==> config.mk <==
export PLATFORM = sky130hd
export DESIGN_NAME = byte_rmw_seq
export DESIGN_NICKNAME = d
export VERILOG_FILES = /design/src/rtl/brmw_pkg.sv /design/src/rtl/brmw_decode.sv /design/src/rtl/brmw_agen.sv /design/src/rtl/brmw_alu.sv /design/src/rtl/byte_rmw_seq.sv
export SDC_FILE = /design/constraint.sdc
export NUM_CORES = 1
export LEC_CHECK = 0
export CORE_UTILIZATION = 43
export CTS_BUF_LIST = sky130_fd_sc_hd__clkbuf_8
export DETAILED_ROUTE_END_ITERATION = 16
export PLACE_DENSITY = 0.92
export SLEW_MARGIN = 30
export SYNTH_ARGS = -nofsm -noshare
export SYNTH_HDL_FRONTEND = slang
export SYNTH_SLANG_ARGS = --single-unit
==> constraint.sdc <==
create_clock -name clk -period 2.8 [get_ports clk]
set_clock_uncertainty 0.15 [all_clocks]
set_input_delay 0.42 -clock clk [delete_from_list [all_inputs] [get_ports clk]]
set_output_delay 0.42 -clock clk [all_outputs]
set_load 0.02 [all_outputs]
==> src/rtl/brmw_pkg.sv <==
package brmw_pkg;

    localparam int BYTE_W = 8;
    localparam int INSN_W = 16;

    typedef enum logic [2:0] {
        OP_NONE = 3'd0,
        OP_AND  = 3'd1,
        OP_OR   = 3'd2,
        OP_XOR  = 3'd3,
        OP_TST  = 3'd4,
        OP_TAS  = 3'd5
    } brmw_op_e;

    typedef enum logic [2:0] {
        ST_IDLE  = 3'd0,
        ST_READ  = 3'd1,
        ST_HOLD  = 3'd2,
        ST_WRITE = 3'd3,
        ST_FIN   = 3'd4
    } brmw_st_e;

endpackage

==> src/rtl/brmw_decode.sv <==
module brmw_decode
    import brmw_pkg::*;
(
    input  logic [INSN_W-1:0] insn_i,
    output brmw_op_e          op_o,
    output logic [BYTE_W-1:0] imm_o
);
    always_comb begin
        imm_o = insn_i[7:0];
        unique case (insn_i[15:8])
            8'hCD:   op_o = OP_AND;
            8'hCF:   op_o = OP_OR;
            8'hCE:   op_o = OP_XOR;
            8'hCC:   op_o = OP_TST;
            default: op_o = (insn_i[15:12] == 4'h4 && insn_i[7:0] == 8'h1B)
                            ? OP_TAS : OP_NONE;
        endcase
    end
endmodule

==> src/rtl/brmw_agen.sv <==
module brmw_agen
    import brmw_pkg::*;
#(
    parameter int AW = 32
) (
    input  brmw_op_e      op_i,
    input  logic [AW-1:0] r0_i,
    input  logic [AW-1:0] gbr_i,
    input  logic [AW-1:0] rn_i,
    output logic [AW-1:0] addr_o
);
    logic [AW-1:0] sum;

    always_comb begin
        sum    = r0_i + gbr_i;
        addr_o = (op_i == OP_TAS) ? rn_i : sum;
    end
endmodule

==> src/rtl/brmw_alu.sv <==
module brmw_alu
    import brmw_pkg::*;
(
    input  brmw_op_e          op_i,
    input  logic [BYTE_W-1:0] data_i,
    input  logic [BYTE_W-1:0] imm_i,
    output logic [BYTE_W-1:0] result_o,
    output logic              t_new_o,
    output logic              t_upd_o
);
    always_comb begin
        result_o = data_i;
        t_new_o  = 1'b0;
        t_upd_o  = 1'b0;
        unique case (op_i)
            OP_AND: result_o = data_i & imm_i;
            OP_OR:  result_o = data_i | imm_i;
            OP_XOR: result_o = data_i ^ imm_i;
            OP_TST: begin
                t_new_o = ((data_i & imm_i) == '0);
                t_upd_o = 1'b1;
            end
            OP_TAS: begin
                result_o[BYTE_W-1] = 1'b1;
                t_new_o = (data_i == '0);
                t_upd_o = 1'b1;
            end
            default: result_o = data_i;
        endcase
    end
endmodule

==> src/rtl/byte_rmw_seq.sv <==
module byte_rmw_seq
    import brmw_pkg::*;
#(
    parameter int AW = 32
) (
    input  logic              clk,
    input  logic              rst_n,
    input  logic              start_i,
    input  logic [INSN_W-1:0] insn_i,
    input  logic [AW-1:0]     r0_i,
    input  logic [AW-1:0]     gbr_i,
    input  logic [AW-1:0]     rn_i,
    input  logic              t_i,
    output logic              busy_o,
    output logic              done_o,
    output logic              t_o,
    output logic              mem_req_o,
    output logic              mem_we_o,
    output logic [AW-1:0]     mem_addr_o,
    output logic [BYTE_W-1:0] mem_wdata_o,
    input  logic [BYTE_W-1:0] mem_rdata_i,
    input  logic              mem_ack_i,
    output logic              mem_lock_o
);
    typedef struct packed {
        brmw_st_e          st;
        brmw_op_e          op;
        logic [AW-1:0]     addr;
        logic [BYTE_W-1:0] imm;
        logic [BYTE_W-1:0] rbyte;
        logic              t;
    } seq_regs_t;

    seq_regs_t q, d;

    brmw_op_e          dec_op;
    logic [BYTE_W-1:0] dec_imm;
    logic [AW-1:0]     ea;
    logic [BYTE_W-1:0] alu_res;
    logic              alu_t, alu_tupd;
    logic              is_tas;

    brmw_decode u_dec (
        .insn_i (insn_i),
        .op_o   (dec_op),
        .imm_o  (dec_imm)
    );

    brmw_agen #(.AW(AW)) u_agen (
        .op_i   (dec_op),
        .r0_i   (r0_i),
        .gbr_i  (gbr_i),
        .rn_i   (rn_i),
        .addr_o (ea)
    );

    brmw_alu u_alu (
        .op_i     (q.op),
        .data_i   (q.rbyte),
        .imm_i    (q.imm),
        .result_o (alu_res),
        .t_new_o  (alu_t),
        .t_upd_o  (alu_tupd)
    );

    assign is_tas = (q.op == OP_TAS);

    always_comb begin
        d          = q;
        mem_req_o  = 1'b0;
        mem_we_o   = 1'b0;
        mem_lock_o = 1'b0;
        done_o     = 1'b0;
        unique case (q.st)
            ST_IDLE: begin
                if (start_i && dec_op != OP_NONE) begin
                    d.st   = ST_READ;
                    d.op   = dec_op;
                    d.addr = ea;
                    d.imm  = dec_imm;
                    d.t    = t_i;
                end
            end
            ST_READ: begin
                mem_req_o  = 1'b1;
                mem_lock_o = is_tas;
                if (mem_ack_i) begin
                    d.rbyte = mem_rdata_i;
                    d.st    = (q.op == OP_TST || is_tas) ? ST_HOLD : ST_WRITE;
                end
            end
            ST_HOLD: begin
                mem_lock_o = is_tas;
                if (alu_tupd) d.t = alu_t;
                d.st = is_tas ? ST_WRITE : ST_FIN;
            end
            ST_WRITE: begin
                mem_req_o  = 1'b1;
                mem_we_o   = 1'b1;
                mem_lock_o = is_tas;
                if (mem_ack_i) d.st = ST_FIN;
            end
            ST_FIN: begin
                done_o = 1'b1;
                d.st   = ST_IDLE;
            end
            default: d.st = ST_IDLE;
        endcase
    end

    always_ff @(posedge clk) begin
        if (!rst_n) begin
            q.st    <= ST_IDLE;
            q.op    <= OP_NONE;
            q.addr  <= '0;
            q.imm   <= '0;
            q.rbyte <= '0;
            q.t     <= 1'b0;
        end else begin
            q <= d;
        end
    end

    assign busy_o      = (q.st != ST_IDLE);
    assign t_o         = q.t;
    assign mem_addr_o  = q.addr;
    assign mem_wdata_o = alu_res;

    // an unanswered request keeps its attributes
    a_r6_req_hold: assert property (@(posedge clk) disable iff (!rst_n)
        mem_req_o && !mem_ack_i |=> mem_req_o && $stable(mem_addr_o)
            && $stable(mem_we_o) && $stable(mem_wdata_o));

    // lock only inside a sequence, and every test-and-set write is locked
    a_r7_lock_busy: assert property (@(posedge clk) disable iff (!rst_n)
        mem_lock_o |-> busy_o && !done_o);
    a_r7_lock_write: assert property (@(posedge clk) disable iff (!rst_n)
        mem_req_o && mem_we_o && q.op == OP_TAS |-> mem_lock_o);

    // done is one cycle wide and returns the block to idle
    a_r8_done_pulse: assert property (@(posedge clk) disable iff (!rst_n)
        done_o |=> !done_o && !busy_o);
    a_r8_done_no_req: assert property (@(posedge clk) disable iff (!rst_n)
        done_o |-> !mem_req_o);

    // the test form never writes
    a_r3_tst_no_write: assert property (@(posedge clk) disable iff (!rst_n)
        busy_o && q.op == OP_TST |-> !mem_we_o);

    // the operation in flight is not replaced by a new start
    a_r9_op_kept: assert property (@(posedge clk) disable iff (!rst_n)
        busy_o && !done_o |=> $stable(q.op) && $stable(mem_addr_o));

    // idle after reset
    a_r10_idle: assert property (@(posedge clk)
        !rst_n |=> !busy_o && !mem_req_o && !mem_lock_o);
endmodule

==> results of run 1 <==
## report_power, final
| group | leakage [µW] | total, µW | internal (µW) | switching, µW |
|---|---|---|---|---|
| Sequential | 0.000445 | 789 | 786 | 3.27 |
| Combinational | 0.00250 | 802 | 442 | 360 |
| Clock | 0.0000557 | 494 | 223 | 270 |
| Total | 0.00300 | 2080 | 1450 | 634 |
## repair_timing
item | 4_1_cts | 5_1_grt
endpoints found under the setup margin | 20 | 24
gates resized for setup | 13 | 26
pin swaps | 10 | 11
buffers inserted | 0 | 1
## placed cells by master (no fill, tap or decap), drive strengths merged, types with 23 or more instances in the layout
cell type      Yosys  layout
clkdlybuf4s50      0     162
nand3             23      23
buf               40      68
o21ai             44      44
nand2             86      86
inv               24      25
nor2              57      57
dfxtp             55      55
a21oi             72      72
ha                47      47
## cell type report
class,count,area (µm²),area share (%)
tap,140,175.2,2.465
multi-input combinational,506,3371,47.43
sequential,55,1105,15.55
inverter,25,93.84,1.320
clock inverter,1,3.754,0.05282
timing repair buffer,238,2262,31.83
clock buffer,7,96.34,1.356
## cell families after synthesis
family | after synthesis | synth area share (%)
buffers and inverters | 93 | 9.969
and+or+nand+nor | 222 | 21.19
muxes | 9 | 2.067
AOI/OAI and AO/OA | 202 | 26.45
DFF | 55 | 23.02
adders and majority gates | 48 | 12.72
xor gates and xnor gates | 25 | 4.579
## stage by stage
step | setup WS, ns | power (µW)
after CTS | 0.003058 | 2046
final | 0.03144 | 2085
after global routing | -0.03641 | 2197
after floorplan | 0.01451 | 1177
after detailed placement | -0.7116 | 1543
after global placement | -0.5810 | 1530
## path summary, 6_finish.rpt
path / cells past startpoint / end / slack [ns]
min: 2 / mem_addr_o[2] / 0.31
max: 11 / mem_addr_o[31] / 0.03
min reg2reg: 2 / mem_addr_o[2] / 0.31
max reg2reg: 6 / mem_addr_o[30] / 0.77
## cells in the mapped netlist (7+ instances only)
library cell	number
sky130_fd_sc_hd__nor3_1	11
sky130_fd_sc_hd__nand2_1	86
sky130_fd_sc_hd__inv_1	24
sky130_fd_sc_hd__xor2_1	10
sky130_fd_sc_hd__nor2_1	57
sky130_fd_sc_hd__dfxtp_1	55
sky130_fd_sc_hd__o21ai_0	42
sky130_fd_sc_hd__nand3_1	23
sky130_fd_sc_hd__a31oi_1	7
sky130_fd_sc_hd__a311oi_1	9
sky130_fd_sc_hd__a22oi_1	8
sky130_fd_sc_hd__mux2_2	7
sky130_fd_sc_hd__buf_4	32
sky130_fd_sc_hd__xnor2_1	15
sky130_fd_sc_hd__ha_1	47
sky130_fd_sc_hd__a21oi_1	71
sky130_fd_sc_hd__a21o_1	21
sky130_fd_sc_hd__and3_1	7
sky130_fd_sc_hd__o211ai_1	7
sky130_fd_sc_hd__clkbuf_1	28
## layer usage
metal / up-vias / wire length [µm] / GRT usage, %
met5: - / 0 / 0
met3: 43 / 1122 / 3.390
li1: 2659 / - / -
met1: 2442 / 6320 / 32.47
met2: 272 / 7375 / 46.18
met4: 0 / 428 / 9.100
## worst min-delay path, cell delays in order, from the launching register on
cell and delay [ns]:
sky130_fd_sc_hd__dfxtp_1 0.32, sky130_fd_sc_hd__nand2_1 0.05, sky130_fd_sc_hd__a21oi_1 0.05
## registers in the layout (all words and copies together), names as in the netlist
signal,cells
t_o,1
q,22
mem_addr_o,32
==> impl_metrics.yaml, run 1 <==
floorplan:
  ios: 171
  floorplan.die.width_um: 107.5
  floorplan.die_area_um2: 11550
  die_height_um: 107.5
  num_rows: 38
  core_um2: 10840
  start_util_pct: 44.11
setup_path:
  type_of_element_launching_the_critical_path: "primary input"
  worst-setup-path-type: "primary input to register"
  cp_cell_sequence: "clkdlybuf4s50_1 > ha_4 > nand3_1 > o211ai_1 > a211oi_2 > buf_4 > o21ba_4 > o311ai_4 > a31oi_2 > mux2i_1 > nand2_1"
  critical-path-slowest-cell: "sky130_fd_sc_hd__clkdlybuf4s50_1"
  critical_path_peak_fanout: 5
  critPathCaptureType: "register"
  cp.buffers_inverters: 2
  crit_path_max_incr_delay_ns: 0.47
  cp-startpoint: "r0_i[4]"
  timing.critical_path.arrival_ns: 2.84
  critical_path.top_delay_family: "compound AO/OA/AOI/OAI gates"
  required_ns: 2.87
  rr_startpoint: "q[52]"
cells_and_area:
  nets: 1004
  final_instance_area_um2: 7107
  finalNonFillerCells: 972
  nFillCells: 861
  synthToLayoutAreaGrowth_pct: 48.61
  antenna_cells: 0
  finished_core_util_pct: 65.56
  post_route_cells_drive_above_1_share_pct: 13.70
synth:
  synthDominantAreaCellType: "sky130_fd_sc_hd__dfxtp_1"
  dominantRegCellSynth: "sky130_fd_sc_hd__dfxtp_1"
  synthesis.area_um2: 4782
  synth_nets: 827
  synthesized_flop_and_latch_total: 55
  post_synth.cell_area_avg_um2: 7.312
  synth.area.top_cells: "sky130_fd_sc_hd__dfxtp_1 (23%), sky130_fd_sc_hd__ha_1 (12%), sky130_fd_sc_hd__a21oi_1 (7.4%)"
  yosysTopAreaCellShare_pct: 23.02
  synth-seq-area-share_pct: 23.02
  postSynth.asyncResetShare_pct: 0
  synth_cells: 654
  synth_enable_flop_cells: 0
  post_synth_num_cell_types: 59
  synthesis.yosys.warnings: 0
global_routing:
  antenna_found_initial: 0
  global_route_wire_length_before_repair_mm: 24.14
  groute.usage.overall_pct: 26.15
  first_global_vias: 5145
  grt_max_degree: 29
  grt-ovfl-total: 0
power_and_ir_drop:
  worst_ir_drop_vdd_v: 0.0001875
  powerDensity_nw_per_um2: 293.4
  leakagePower_uw: 0.003002
placed_design:
  dp_hpwl_mm: 11.79
  placed_cell_area_um2: 6828
  post-place-cells: 963
  io_buffers: 170
  gp_routability_congestion: 0.9384
worst_hold_path:
  hold_path.startpoint: "mem_addr_o[2]"
  min-delay-path-class: "register to register"
timing:
  timing_hold_violations_final: 0
  final-max-slew-violation-count: 0
  setup_violations: 0
  hold_ws_ns: 0.3082
  setup_total_negative_slack_ns: 0
  slew_hr_pct: 61.41
  final.period_utilization_pct: 98.88
  timing.fmax_mhz: 361.2
  period_needed_ns: 2.769
  grt_setup_unrepaired: "true"
  worst_pin_slew_ns: 0.5789
clock_tree:
  path_clk_slew_ns: 0.11
  clk_latency_ns: 0.30
  tritoncts: "done"
  tritoncts.num_buffers: 5
  htreeDepth: 2
  cts.hold.buffers_added: 0
  root_cell_of_the_clock_tree: "sky130_fd_sc_hd__clkbuf_8"
  cts_num_sinks: 55
  clockBufferDepth: 2
run_status:
  status: "finished, final reports clean"
routing:
  routed_wire_length_per_instance_um: 15.69
  via_count: 5416
  drt_pre_antenna_iters: 5
  route.detailed.vias_per_inst: 5.572
  drt_iter0_markers: 524
  ant_nets: 0
  drcViolationCount: 0
  detail_route.wirelength_mm: 15.25
run:
  max-cap-violations: 0
No activity file was read; power rests on OpenSTA's default activity.
==> run 2, diff against run 1 <==
--- a/config.mk
+++ b/config.mk
@@ -5,11 +5,13 @@
 export SDC_FILE = /design/constraint.sdc
 export NUM_CORES = 1
 export LEC_CHECK = 0
-export CORE_UTILIZATION = 43
+export CORE_UTILIZATION = 46
 export CTS_BUF_LIST = sky130_fd_sc_hd__clkbuf_8
 export DETAILED_ROUTE_END_ITERATION = 16
-export PLACE_DENSITY = 0.92
-export SLEW_MARGIN = 30
+export DONT_BUFFER_PORTS = 1
+export PLACE_DENSITY = 0.75
+export RECOVER_POWER = 50
+export SLEW_MARGIN = 20
 export SYNTH_ARGS = -nofsm -noshare
 export SYNTH_HDL_FRONTEND = slang
 export SYNTH_SLANG_ARGS = --single-unit
==> impl_metrics.yaml, run 2 (synthesis gave the netlist of run 1 again) <==
cells_and_area:
  post_route_cells_drive_above_1_share_pct: 7.865
  largest_register_ffs: 32
  final_instance_area_um2: 4901
  layout_common_cells: "sky130_fd_sc_hd__nand2_1 (86), sky130_fd_sc_hd__a21oi_1 (72), sky130_fd_sc_hd__nor2_1 (57)"
  synthToLayoutAreaGrowth_pct: 2.486
  nets: 796
  most_common_library_cell_in_the_layout_ignoring_fill_and_taps: "sky130_fd_sc_hd__nand2_1"
  finalNonFillerCells: 757
global_routing:
  grt_max_degree: 33
  groute.usage.overall_pct: 23.93
  first_global_vias: 4301
  global_route_wire_length_before_repair_mm: 21.26
  antenna_found_initial: 1
  grt-ovfl-total: 0
timing:
  hold_ws_ns: 0.05293
  timing.fmax_mhz: 370.4
  final-max-slew-violation-count: 0
  setup_violations: 0
  worst_pin_slew_ns: 0.6964
  slew_hr_pct: 53.58
  timing_hold_violations_final: 0
  final.period_utilization_pct: 96.43
  period_needed_ns: 2.700
  grt_setup_unrepaired: "false"
setup_path:
  type_of_element_launching_the_critical_path: "primary input"
  critical_path.top_delay_family: "compound AO/OA/AOI/OAI gates"
  timing.critical_path.mode_cell: "sky130_fd_sc_hd__o21ai_1"
  ff2ff_setup_slack_ns: 0.50
  worst-setup-path-type: "primary input to register"
  critPathCaptureType: "register"
  timing.critical_path.arrival_ns: 2.80
  critical-path-slowest-cell: "sky130_fd_sc_hd__fa_1"
  cp.buffers_inverters: 0
  critical_path_peak_fanout: 3
  cp_cell_sequence: "ha_1 > fa_1 > a211oi_2 > o21ai_0 > and4bb_2 > o21ai_1 > o31a_1 > o21ai_1 > a311o_1 > o211ai_1"
  required_ns: 2.90
  crit_path_max_incr_delay_ns: 0.42
placed_design:
  gp_routability_congestion: 0.9107
  placed_cell_area_um2: 4815
  dp_hpwl_mm: 10.41
  post-place-cells: 749
  io_buffers: 0
routing:
  drt_pre_antenna_iters: 5
  route.detailed.vias_per_inst: 6.100
  routed_wire_length_per_instance_um: 17.54
  ant_nets: 0
  drcViolationCount: 0
  drt_iter0_markers: 305
  met3_wire_len_um: 992
  wl_met1_mm: 5.674
  routed-wl-met2_mm: 6.224
  highest-signal-layer: "met4"
  via_count: 4618
  detail_route.wirelength_mm: 13.28
floorplan:
  core_um2: 9910
  die_height_um: 104.0
  floorplan.die.width_um: 104.0
  ios: 171
  start_util_pct: 48.26
  floorplan.die_area_um2: 10810
  num_rows: 36
clock_tree:
  htreeDepth: 2
  path_clk_slew_ns: 0.10
  tritoncts: "done"
  root_cell_of_the_clock_tree: "sky130_fd_sc_hd__clkbuf_8"
  clk_latency_ns: 0.31
  clockBufferDepth: 2
  cts.hold.buffers_added: 0
  post_cts_resize_count: 0
  tritoncts.num_buffers: 5
  postCtsSetupRepairBufs: 0
  cts_num_sinks: 55
power_and_ir_drop:
  leakagePower_uw: 0.002006
  powerDensity_nw_per_um2: 366.8
  worst_ir_drop_vdd_v: 0.0002600
run_status:
  status: "finished, final reports clean"
worst_hold_path:
  min-delay-path-class: "primary input to register"
run:
  max-cap-violations: 0
run 2: final timing paths:
path / startpoint / endpoint / cells past startpoint
worst max register to register: q[52] / mem_addr_o[12] / 6
worst min-delay path: rst_n / mem_addr_o[21] / 2
worst max-delay path: r0_i[0] / mem_addr_o[30] / 10
worst min register to register: q[9] / q[9] / 2
run 2: worst reg2reg max path, stage by stage (launching register included):
cell and delay [ns]:
sky130_fd_sc_hd__dfxtp_1 0.39, sky130_fd_sc_hd__nor2_1 0.18, sky130_fd_sc_hd__nand3b_1 0.27, sky130_fd_sc_hd__a21oi_1 0.62, sky130_fd_sc_hd__buf_12 0.26, sky130_fd_sc_hd__nor2_1 0.07
sky130_fd_sc_hd__a311oi_1 0.26
run 2: where the power goes:
| group | total [µW] | switching, µW | internal [µW] |
|---|---|---|---|
| Sequential | 794 | 8.14 | 786 |
| Clock | 525 | 266 | 259 |
| Combinational | 478 | 271 | 207 |
| Total | 1800 | 545 | 1250 |
run 2: cell type report:
cell class / instances / area [µm²]
Tap cell: 133 / 166.4
Clock inverter: 2 / 33.78
Inverter: 25 / 93.84
Antenna cell: 1 / 2.502
Clock buffer: 5 / 68.82
Timing Repair Buffer: 30 / 230.2
Multi-Input combinational cell: 506 / 3204
Fill cell: 1002 / 5009
Sequential cell: 55 / 1101
run 2: metrics by stage:
stage	total power, µW	util, %	TNS, ns	worst slack [ns]
detailed placement	1281	48.59	-0.7990	-0.2458
floorplan	1177	-	0	0.01451
CTS	1804	49.62	0	0.08236
finish	1798	49.46	0	0.09988
global placement	1274	48.59	-0.3243	-0.1506
global route	1892	49.43	0	0.001618
run 2: per-layer routing:
metal  global-route usage, %  up-vias
met5                       0        -
met4                   8.776        0
met3                   4.323       34
met2                   41.05      212
met1                   29.76     2134
li1                        -     2238
